==> src/rtl/sdrb_pkg.sv <==
package sdrb_pkg;

    typedef enum logic [2:0] {
        ST_IDLE,
        ST_ACT,
        ST_WAIT,
        ST_BURST,
        ST_PRE,
        ST_DONE
    } seq_state_t;

    // a zero setting of a 2-bit timing field behaves as one
    function automatic logic [1:0] at_least_one(input logic [1:0] v);
        return (v == 2'd0) ? 2'd1 : v;
    endfunction

endpackage

==> src/rtl/sdrb_wrap.sv <==
// Critical-word-first offset inside one line for a given beat number.
module sdrb_wrap #(
    parameter int LINE_BYTES = 16,
    localparam int OFF_W = $clog2(LINE_BYTES),
    localparam int BEAT_W = OFF_W - 1
) (
    input  logic [BEAT_W-1:0] start_hi,   // start address bits [OFF_W-1:1]
    input  logic              bus16,
    input  logic [BEAT_W-1:0] beat,
    output logic [OFF_W-1:0]  off
);

    logic [OFF_W-3:0] word_idx;
    logic [OFF_W-2:0] half_idx;

    always_comb begin
        word_idx = start_hi[BEAT_W-1:1] + beat[BEAT_W-2:0];
        half_idx = start_hi + beat;
        off      = bus16 ? {half_idx, 1'b0} : {word_idx, 2'b00};
    end

endmodule

==> src/rtl/sdrb_ctrl.sv <==
// Sequencing state machine, command decode and data capture.
module sdrb_ctrl
    import sdrb_pkg::*;
#(
    parameter int ADDR_W     = 26,
    parameter int DATA_W     = 32,
    parameter int LINE_BYTES = 16,
    parameter int ROW_SHIFT  = 12,
    localparam int OFF_W  = $clog2(LINE_BYTES),
    localparam int BEAT_W = OFF_W - 1,
    localparam int DQM_W  = DATA_W / 8
) (
    input  logic              clk,
    input  logic              rst_n,
    input  logic              req_valid,
    output logic              req_ready,
    input  logic [ADDR_W-1:0] req_addr,
    input  logic              req_bus16,
    input  logic [1:0]        req_rcd,
    input  logic [1:0]        req_cl,
    input  logic [1:0]        req_tpc,
    output logic [BEAT_W-1:0] start_hi,
    output logic              bus16,
    output logic [BEAT_W-1:0] cas_beat,
    output logic [BEAT_W-1:0] dat_beat,
    input  logic [OFF_W-1:0]  cas_off,
    input  logic [OFF_W-1:0]  dat_off,
    output logic              sd_cs_n,
    output logic              sd_ras_n,
    output logic              sd_cas_n,
    output logic              sd_we_n,
    output logic [DQM_W-1:0]  sd_dqm,
    output logic [ADDR_W-1:0] sd_addr,
    input  logic [DATA_W-1:0] sd_dq,
    output logic              sd_bs_n,
    output logic              rd_valid,
    output logic [ADDR_W-1:0] rd_addr,
    output logic [DATA_W-1:0] rd_data,
    output logic              rd_done
);

    localparam int CNT_W  = $clog2(LINE_BYTES / 2 + 4);
    localparam int HALF_W = DATA_W / 2;

    typedef struct packed {
        seq_state_t        st;
        logic [CNT_W-1:0]  cnt;
        logic [ADDR_W-1:0] addr;
        logic              bus16;
        logic [1:0]        rcd;
        logic [1:0]        cl;
        logic [1:0]        tpc;
        logic              vld;
        logic [ADDR_W-1:0] vaddr;
        logic [DATA_W-1:0] vdata;
    } seq_regs_t;

    seq_regs_t q, d;

    logic [CNT_W-1:0] nbeat_w, lat_w, burst_last, dat_cnt;
    logic             cas_on, dat_on, pre_cmd;

    // ---- decode of the current state ----
    always_comb begin
        nbeat_w    = q.bus16 ? CNT_W'(LINE_BYTES / 2) : CNT_W'(LINE_BYTES / 4);
        lat_w      = CNT_W'(q.cl);
        burst_last = nbeat_w + lat_w - CNT_W'(1);
        cas_on     = (q.st == ST_BURST) && (q.cnt < nbeat_w);
        dat_on     = (q.st == ST_BURST) && (q.cnt >= lat_w);
        pre_cmd    = (q.st == ST_PRE) && (q.cnt == '0);
        dat_cnt    = q.cnt - lat_w;
    end

    assign start_hi = q.addr[OFF_W-1:1];
    assign bus16    = q.bus16;
    assign cas_beat = q.cnt[BEAT_W-1:0];
    assign dat_beat = dat_cnt[BEAT_W-1:0];

    assign req_ready = (q.st == ST_IDLE);
    assign sd_cs_n   = (q.st == ST_IDLE) || (q.st == ST_DONE);
    assign sd_ras_n  = !((q.st == ST_ACT) || pre_cmd);
    assign sd_cas_n  = !cas_on;
    assign sd_we_n   = !pre_cmd;
    assign sd_dqm    = (q.st == ST_BURST) ? '0 : '1;
    assign sd_bs_n   = !dat_on;
    assign rd_valid  = q.vld;
    assign rd_addr   = q.vaddr;
    assign rd_data   = q.vdata;
    assign rd_done   = (q.st == ST_DONE);

    always_comb begin
        sd_addr = '0;
        if (q.st == ST_ACT)
            sd_addr = ADDR_W'(q.addr[ADDR_W-1:ROW_SHIFT]);
        else if (cas_on)
            sd_addr = ADDR_W'({q.addr[ROW_SHIFT-1:OFF_W], cas_off});
    end

    // ---- next state ----
    always_comb begin
        d       = q;
        d.vld   = dat_on;
        if (dat_on) begin
            d.vaddr = {q.addr[ADDR_W-1:OFF_W], dat_off};
            d.vdata = q.bus16 ? {{(DATA_W-HALF_W){1'b0}}, sd_dq[HALF_W-1:0]} : sd_dq;
        end
        case (q.st)
            ST_IDLE: begin
                if (req_valid) begin
                    d.st    = ST_ACT;
                    d.cnt   = '0;
                    d.addr  = req_addr;
                    d.bus16 = req_bus16;
                    d.rcd   = req_rcd;
                    d.cl    = at_least_one(req_cl);
                    d.tpc   = at_least_one(req_tpc);
                end
            end
            ST_ACT: begin
                d.cnt = '0;
                d.st  = (q.rcd == 2'd0) ? ST_BURST : ST_WAIT;
            end
            ST_WAIT: begin
                if (q.cnt == CNT_W'(q.rcd) - CNT_W'(1)) begin
                    d.st  = ST_BURST;
                    d.cnt = '0;
                end else begin
                    d.cnt = q.cnt + CNT_W'(1);
                end
            end
            ST_BURST: begin
                if (q.cnt == burst_last) begin
                    d.st  = ST_PRE;
                    d.cnt = '0;
                end else begin
                    d.cnt = q.cnt + CNT_W'(1);
                end
            end
            ST_PRE: begin
                if (q.cnt == CNT_W'(q.tpc) - CNT_W'(1))
                    d.st = ST_DONE;
                else
                    d.cnt = q.cnt + CNT_W'(1);
            end
            default: begin
                d.st = ST_IDLE;
            end
        endcase
    end

    always_ff @(posedge clk or negedge rst_n) begin
        if (!rst_n) begin
            q       <= '0;
            q.st    <= ST_IDLE;
            q.cl    <= 2'd1;
            q.tpc   <= 2'd1;
        end else begin
            q <= d;
        end
    end

    // ---- checks ----
    assert_ready_quiet_R2: assert property (@(posedge clk) disable iff (!rst_n)
        req_ready |-> (sd_cs_n && !rd_valid));

    assert_act_after_accept_R3: assert property (@(posedge clk) disable iff (!rst_n)
        (req_valid && req_ready) |=> (!sd_cs_n && !sd_ras_n && sd_cas_n && sd_we_n));

    assert_column_cmd_R5: assert property (@(posedge clk) disable iff (!rst_n)
        !sd_cas_n |-> (sd_ras_n && sd_we_n && !sd_cs_n));

    assert_strobe_mask_R8: assert property (@(posedge clk) disable iff (!rst_n)
        !sd_bs_n |-> (sd_dqm == '0));

    assert_capture_follows_R9: assert property (@(posedge clk) disable iff (!rst_n)
        !sd_bs_n |=> rd_valid);

    assert_done_single_R11: assert property (@(posedge clk) disable iff (!rst_n)
        rd_done |=> (!rd_done && req_ready));

endmodule

==> src/rtl/sdram_burst_rd.sv <==
module sdram_burst_rd #(
    parameter int ADDR_W     = 26,
    parameter int DATA_W     = 32,
    parameter int LINE_BYTES = 16,
    parameter int ROW_SHIFT  = 12,
    localparam int DQM_W = DATA_W / 8
) (
    input  logic              clk,
    input  logic              rst_n,
    input  logic              req_valid,
    output logic              req_ready,
    input  logic [ADDR_W-1:0] req_addr,
    input  logic              req_bus16,
    input  logic [1:0]        req_rcd,
    input  logic [1:0]        req_cl,
    input  logic [1:0]        req_tpc,
    output logic              sd_cs_n,
    output logic              sd_ras_n,
    output logic              sd_cas_n,
    output logic              sd_we_n,
    output logic [DQM_W-1:0]  sd_dqm,
    output logic [ADDR_W-1:0] sd_addr,
    input  logic [DATA_W-1:0] sd_dq,
    output logic              sd_bs_n,
    output logic              rd_valid,
    output logic [ADDR_W-1:0] rd_addr,
    output logic [DATA_W-1:0] rd_data,
    output logic              rd_done
);

    localparam int OFF_W  = $clog2(LINE_BYTES);
    localparam int BEAT_W = OFF_W - 1;

    logic [BEAT_W-1:0] start_hi, cas_beat, dat_beat;
    logic [OFF_W-1:0]  cas_off, dat_off;
    logic              bus16;

    sdrb_ctrl #(
        .ADDR_W(ADDR_W), .DATA_W(DATA_W),
        .LINE_BYTES(LINE_BYTES), .ROW_SHIFT(ROW_SHIFT)
    ) u_ctrl (
        .clk(clk), .rst_n(rst_n),
        .req_valid(req_valid), .req_ready(req_ready), .req_addr(req_addr),
        .req_bus16(req_bus16), .req_rcd(req_rcd), .req_cl(req_cl), .req_tpc(req_tpc),
        .start_hi(start_hi), .bus16(bus16), .cas_beat(cas_beat), .dat_beat(dat_beat),
        .cas_off(cas_off), .dat_off(dat_off),
        .sd_cs_n(sd_cs_n), .sd_ras_n(sd_ras_n), .sd_cas_n(sd_cas_n), .sd_we_n(sd_we_n),
        .sd_dqm(sd_dqm), .sd_addr(sd_addr), .sd_dq(sd_dq), .sd_bs_n(sd_bs_n),
        .rd_valid(rd_valid), .rd_addr(rd_addr), .rd_data(rd_data), .rd_done(rd_done)
    );

    // one offset generator for the column side, one for the capture side
    sdrb_wrap #(.LINE_BYTES(LINE_BYTES)) u_wrap_cas (
        .start_hi(start_hi), .bus16(bus16), .beat(cas_beat), .off(cas_off)
    );

    sdrb_wrap #(.LINE_BYTES(LINE_BYTES)) u_wrap_dat (
        .start_hi(start_hi), .bus16(bus16), .beat(dat_beat), .off(dat_off)
    );

endmodule

==> config.mk <==
export PLATFORM = sky130hd
export DESIGN_NAME = sdram_burst_rd
export DESIGN_NICKNAME = d
export VERILOG_FILES = /design/src/rtl/sdrb_pkg.sv /design/src/rtl/sdrb_wrap.sv /design/src/rtl/sdrb_ctrl.sv /design/src/rtl/sdram_burst_rd.sv
export SDC_FILE = /design/constraint.sdc
export NUM_CORES = 1
export LEC_CHECK = 0
export ABC_AREA = 1
export CAP_MARGIN = 15
export CORE_MARGIN = 2
export CORE_UTILIZATION = 40
export CTS_CLUSTER_DIAMETER = 200
export DETAILED_ROUTE_END_ITERATION = 7
export GPL_TIMING_DRIVEN = 0
export HOLD_SLACK_MARGIN = 0.05
export MAX_ROUTING_LAYER = met4
export PLACE_DENSITY = 0.7
export SLEW_MARGIN = 20
export SYNTH_ARGS = -nofsm -noshare
export SYNTH_HDL_FRONTEND = slang
export SYNTH_SLANG_ARGS = --single-unit
==> constraint.sdc <==
create_clock -name clk -period 6.8 [get_ports clk]
set_clock_uncertainty 0.1 [all_clocks]
set_input_delay 1.36 -clock clk [delete_from_list [all_inputs] [get_ports clk]]
set_output_delay 1.36 -clock clk [all_outputs]
set_load 0.01 [all_outputs]
Word-level counts from Yosys, hierarchy flattened
Index checks and enable logic that the tools add are counted.
{"block": "op_classes", "addsub": 10, "order_cmp": 2, "n_eq_ne": 13, "n_mux": 19, "n_reduce_logical": 18}
{"op": "40-bit 2-to-1 mux", "n": 1}
{"op": "32-bit 2-to-1 mux", "n": 1}
{"op": "4-bit 2-to-1 mux", "n": 7}
{"op": "26-bit 2-to-1 mux", "n": 1}
{"op": "4-bit one-hot mux with 5 select lines", "n": 1}
{"op": "3-bit one-hot mux with 5 select lines", "n": 1}
{"op": "4-bit == test", "n": 3}
{"op": "12-bit 2-to-1 mux", "n": 1}
{"op": "3-bit 2-to-1 mux", "n": 3}
{"op": "2-bit inequality test, second input constant", "n": 4}
{"op": "3-bit adder", "n": 2}
{"op": "3-bit by 2-bit == test with 1-bit output, second input constant", "n": 2}
{"op": "3-bit == test, second input constant", "n": 2}
{"op": "2-bit zero test", "n": 3}
{"op": "2-bit by 1-bit subtractor with 3-bit output, second input constant", "n": 2}
{"op": "5-bit nonzero test", "n": 1}
{"op": "2-bit adder", "n": 2}
{"op": "4-bit by 1-bit adder with 4-bit output, second input constant", "n": 1}
{"op": "4-bit by 2-bit adder with 4-bit output", "n": 1}
{"op": "4-bit by 2-bit greater-or-equal comparator with 1-bit output", "n": 1}
{"op": "1-bit zero test", "n": 4}
{"op": "4-bit zero test", "n": 1}
{"op": "4-bit less-than comparator", "n": 1}
{"op": "2-bit 2-to-1 mux", "n": 2}
{"op": "other kinds (11)", "n": 14}
{"block": "word_totals", "register_bits": 99, "in_bits": 68, "output_inout_bits": 96, "wordCells": 72}

Depth between registers and ports, before layout
{"block": "depth", "word_depth": 6, "ltp_mapped": 11, "depth_no_buf": 11}

Hierarchy
A second synthesis with hierarchy kept.
{"block": "unflattened", "cells_unflattened": 649, "area_unflattened_um2": 5335.1}
{"mod": "sdrb_ctrl", "n_inst": 1, "cells_each": 591, "area_per_inst_um2": 5019.8, "seq_area_each_um2": 2454.9}
{"mod": "sdrb_wrap", "n_inst": 2, "cells_each": 29, "area_per_inst_um2": 157.7, "seq_area_each_um2": 0.0}

Worst setup path before layout
Ideal clock, no wire load.
{"block": "synth_timing", "path_kind": "register -> output", "startpoint": "register u_ctrl.q (netlist bit u_ctrl.cas_beat[0])", "endpoint": "output sd_bs_n", "t_arrival_ps": 1767, "t_required_ps": 5340, "slack_ps": 3573, "stages_incl_launch_ff": 10, "n_path_buf": 3, "path_cell_list": "dfrtp_1 > clkbuf_2 > inv_1 > ha_1 > inv_1 > fa_1 > nand3b_1 > nand2_2 > buf_6 > buf_6"}
{"block": "synth_via", "elab_chain_len": 3}
{"item": "start, declared", "line_no": "sdrb_ctrl.sv:58", "rtl": "seq_regs_t q, d;"}
{"item": "4-bit by 2-bit greater-or-equal comparator with 1-bit output", "line_no": "sdrb_ctrl.sv:69", "rtl": "dat_on = (q.st == ST_BURST) && (q.cnt >= lat_w);"}
{"item": "1-bit logical AND", "line_no": "sdrb_ctrl.sv:69"}
{"item": "1-bit zero test", "line_no": "sdrb_ctrl.sv:85", "rtl": "assign sd_bs_n = !dat_on;"}
{"item": "end, declared", "line_no": "sdram_burst_rd.sv:24", "rtl": "output logic sd_bs_n,"}
No other way between the ends.

Worst setup path after layout
{"block": "layout_timing", "startpoint": "register u_ctrl.q (netlist bit u_ctrl.bus16)", "endpoint": "output sd_addr[2]"}
{"block": "layout_via", "elab_chain_len": 5, "elab_cells_between_ends": 6, "cone_classes": "order compare (1); mux (4); reduce/logical (1)"}
{"item": "4-bit 2-to-1 mux", "line_no": "sdrb_ctrl.sv:65", "rtl": "nbeat_w = q.bus16 ? CNT_W'(LINE_BYTES / 2) : CNT_W'(LINE_BYTES / 4);"}
{"item": "4-bit less-than comparator", "line_no": "sdrb_ctrl.sv:68", "rtl": "cas_on = (q.st == ST_BURST) && (q.cnt < nbeat_w);"}
{"item": "1-bit logical AND", "line_no": "sdrb_ctrl.sv:68"}
{"item": "12-bit 2-to-1 mux (*)", "line_no": "sdrb_ctrl.sv:95", "rtl": "else if (cas_on)"}
{"item": "26-bit 2-to-1 mux (*)", "line_no": "sdrb_ctrl.sv:93", "rtl": "if (q.st == ST_ACT)"}
{"item": "end, declared", "line_no": "sdram_burst_rd.sv:22", "rtl": "output logic [ADDR_W-1:0] sd_addr,"}
Mark *: on every way between the ends. The rest lies on a longest branch, timed or not.

==> qor.csv <==
metric;value;unit
first_pass_iters;4;
synth_top_area_share;0.459;
cts_buffers;9;
cts_sinks;97;
syn_area_per_cell;8.58;sq um
clockBufferDepth;2;
comb_power_share;0.562;
top_layer;met4;
p_leak;0.00352;uW
drtAntennaViolNets;0;
power_density;466;nW/um^2
relSlewSlack;0.655;
met2WireLength;6580;um
synth_area;5170;sq um
r2r_cells;10;
r2r_setup_slack;4.21;ns
setup_tns;0;ns
p_int;2080;uW
yosys_warnings;0;
async_reset_ff_frac;1.00;
ys.flop_type;dfrtp_1;
synth_cell_types;35;
hold_end;u_ctrl.rd_data[19];
root_buffer;clkbuf_16;
dp_hpwl;10200;um
synthTopCellsByCount;nand2_1, dfrtp_1, buf_4;
start_kind;flip-flop;
die_area;13900;sq um
min_from;u_ctrl.rd_data[19];
met1Wirelength;5910;um
io_buffers;149;
hold_viol;0;
setup_viol;0;
vias_per_cell;4.64;
htree_levels;3;
antennaDiodeCount;0;
yosysTopAreaCell;dfrtp_1;
hold_depth;2;
n_fill_cell;1139;
placedCellCount;937;
cts_tree;built;
cts_resized;0;
layout-drive-gt1-share;0.169;
drt_iter0_markers;258;
die_h;118;um
grt_pass1_wl;22100;um
worst_ir_drop_vdd;0.213;mV
crit_type;flip-flop to output port;
grt_usage;0.205;
worst_pin_slew;0.518;ns
ctsHoldBuffers;0;
drv_cap;0;
clock_latency;0.34;ns
synthCells;603;
grt_pass1_vias;4314;
vias;4422;
fin_crit_sh;0.653;
wl_met3;793;um
synth-edff-count;0;
gp_routability_congestion;0.860;
endpoint_kind;output port;
fin_nets;860;
antenna_found_initial;0;
synth_most_common_cell;nand2_1;
status;complete, no violations;
grt_setup_unrepaired;false;
timing.final.ws_setup;2.36;ns
seqPwrFrac;0.290;
ys_ff_latch;97;
ys_seq_area_frac;0.470;
switching_share;0.384;
yosys-top-cells-area;dfrtp_1, nand2_1, buf_4;
p_clk_frac;0.147;
pin_count;164;
final_cells;952;
post-route-util;0.574;
r2r-start;u_ctrl.cas_beat[0];
routed_wl;13500;um
fmax;225;MHz
cts.clk_slew.worst_paths;0.07;ns
cp.arrival;2.98;ns
start_util;0.410;
hold_class;flip-flop to flip-flop;
cts_setup_buffers;0;
grt_max_degree;81;
std_cell_rows;41;
pre_cts_ws;2.75;ns
grt-ovfl-total;0;
syn2layout_area_growth;40.0;%
required;5.34;ns
wl_per_cell;14.2;um
drc_errors;0;
fin_crit;4.44;ns
dieWidth;118;um
coreArea;12600;sq um
path_max_fanout;10;
switchingPower;1300;uW
timing.rr.end;u_ctrl.rd_addr[3];
drv_slew;0;
[how the worst max path moves through the flow]
stage | from | end | cells after the start
floorplan | u_ctrl.cas_beat[0] | sd_bs_n | 9
global placement | rst_n | u_ctrl.rd_addr[16] | 1
detailed placement | u_ctrl.bus16 | sd_addr[2] | 9
CTS | u_ctrl.bus16 | sd_addr[2] | 9
global route | u_ctrl.bus16 | sd_addr[2] | 9
finish | u_ctrl.bus16 | sd_addr[2] | 9
[layer usage]
metal,up-vias,global-route usage
met5,-,-
li1,2153,-
met3,17,0.0354
met4,0,0.0625
met2,148,0.336
met1,2104,0.260
[power by group through the flow]
stage | Sequential, uW | Clock, uW | Combinational, uW
after floorplan | 952 | 0 | 1190
after global placement | 976 | 0 | 1850
after detailed placement | 987 | 0 | 1900
after CTS | 979 | 507 | 1920
after global routing | 1010 | 528 | 2100
final | 979 | 498 | 1900
[final cells by class]
cell class                      count  area [sq um]  area share
Timing Repair Buffer              150          1520       0.210
Clock buffer                       11           233      0.0321
Tap cell                          172           215      0.0297
Buffer                             99           739       0.102
Inverter                           51           191      0.0264
Sequential cell                    97          2430       0.335
Multi-Input combinational cell    368          1860       0.257
Clock inverter                      4          55.1     0.00760
[state kept, by name, summed over array words and instances, names as in the netlist]
register         count
u_ctrl.bus16         1
u_ctrl.lat_w         2
u_ctrl.rd_addr      25
u_ctrl.rd_data      32
u_ctrl.q            30
u_ctrl.cas_beat      3
u_ctrl.rd_valid      1
u_ctrl.start_hi      3
[cell usage in the layout, fill, tap and decap left out, types with 2 or more instances in the layout]
cell type,count
buf_2,5
nand2_2,3
nand3b_1,2
nand2_1,188
nand3_1,11
o211ai_1,2
xor2_1,4
dfstp_2,2
a31oi_1,3
o21ai_1,2
clkbuf_1,9
ha_1,13
buf_6,11
nand4_1,3
clkinv_4,2
conb_1,13
o21ai_0,61
xnor2_1,5
nor2_1,23
inv_1,47
fa_1,3
o21ai_2,9
clkdlybuf4s50_1,148
nor2_4,2
dfrtp_1,95
clkbuf_16,9
buf_4,76
inv_2,4
o22ai_1,8
a21oi_1,6
[worst max-delay path, cell delays in order, from the launching register on]
cell             delay [ns]
dfrtp_1                0.36
buf_4                  0.17
inv_2                  0.11
clkbuf_1               0.43
ha_1                   0.32
nand2_1                0.07
nand3_1                0.11
buf_2                  0.24
o32ai_2                0.25
clkdlybuf4s50_1        0.59
[cell families (layout without fill, tap and decap cells)]
logic type | after synthesis | in the layout | synth area share
simple gates | 234 | 234 | 0.183
fa+ha+maj | 16 | 16 | 0.0430
other cells | 1 | 13 | 0.000725
compound gates | 96 | 96 | 0.109
flops | 97 | 97 | 0.470
xor+xnor | 9 | 9 | 0.0152
buf+inv | 150 | 315 | 0.180
[through the flow]
step                power (uW)  hold WS [ns]  instance area, sq um
finish                    3370         0.382                  7240
global route              3640         0.396                  7240
floorplan                 2140         0.350                  5220
detailed placement        2890         0.367                  6960
CTS                       3400         0.385                  7240
global placement          2820         0.364                  6930
(Power assumes the default switching activity.)
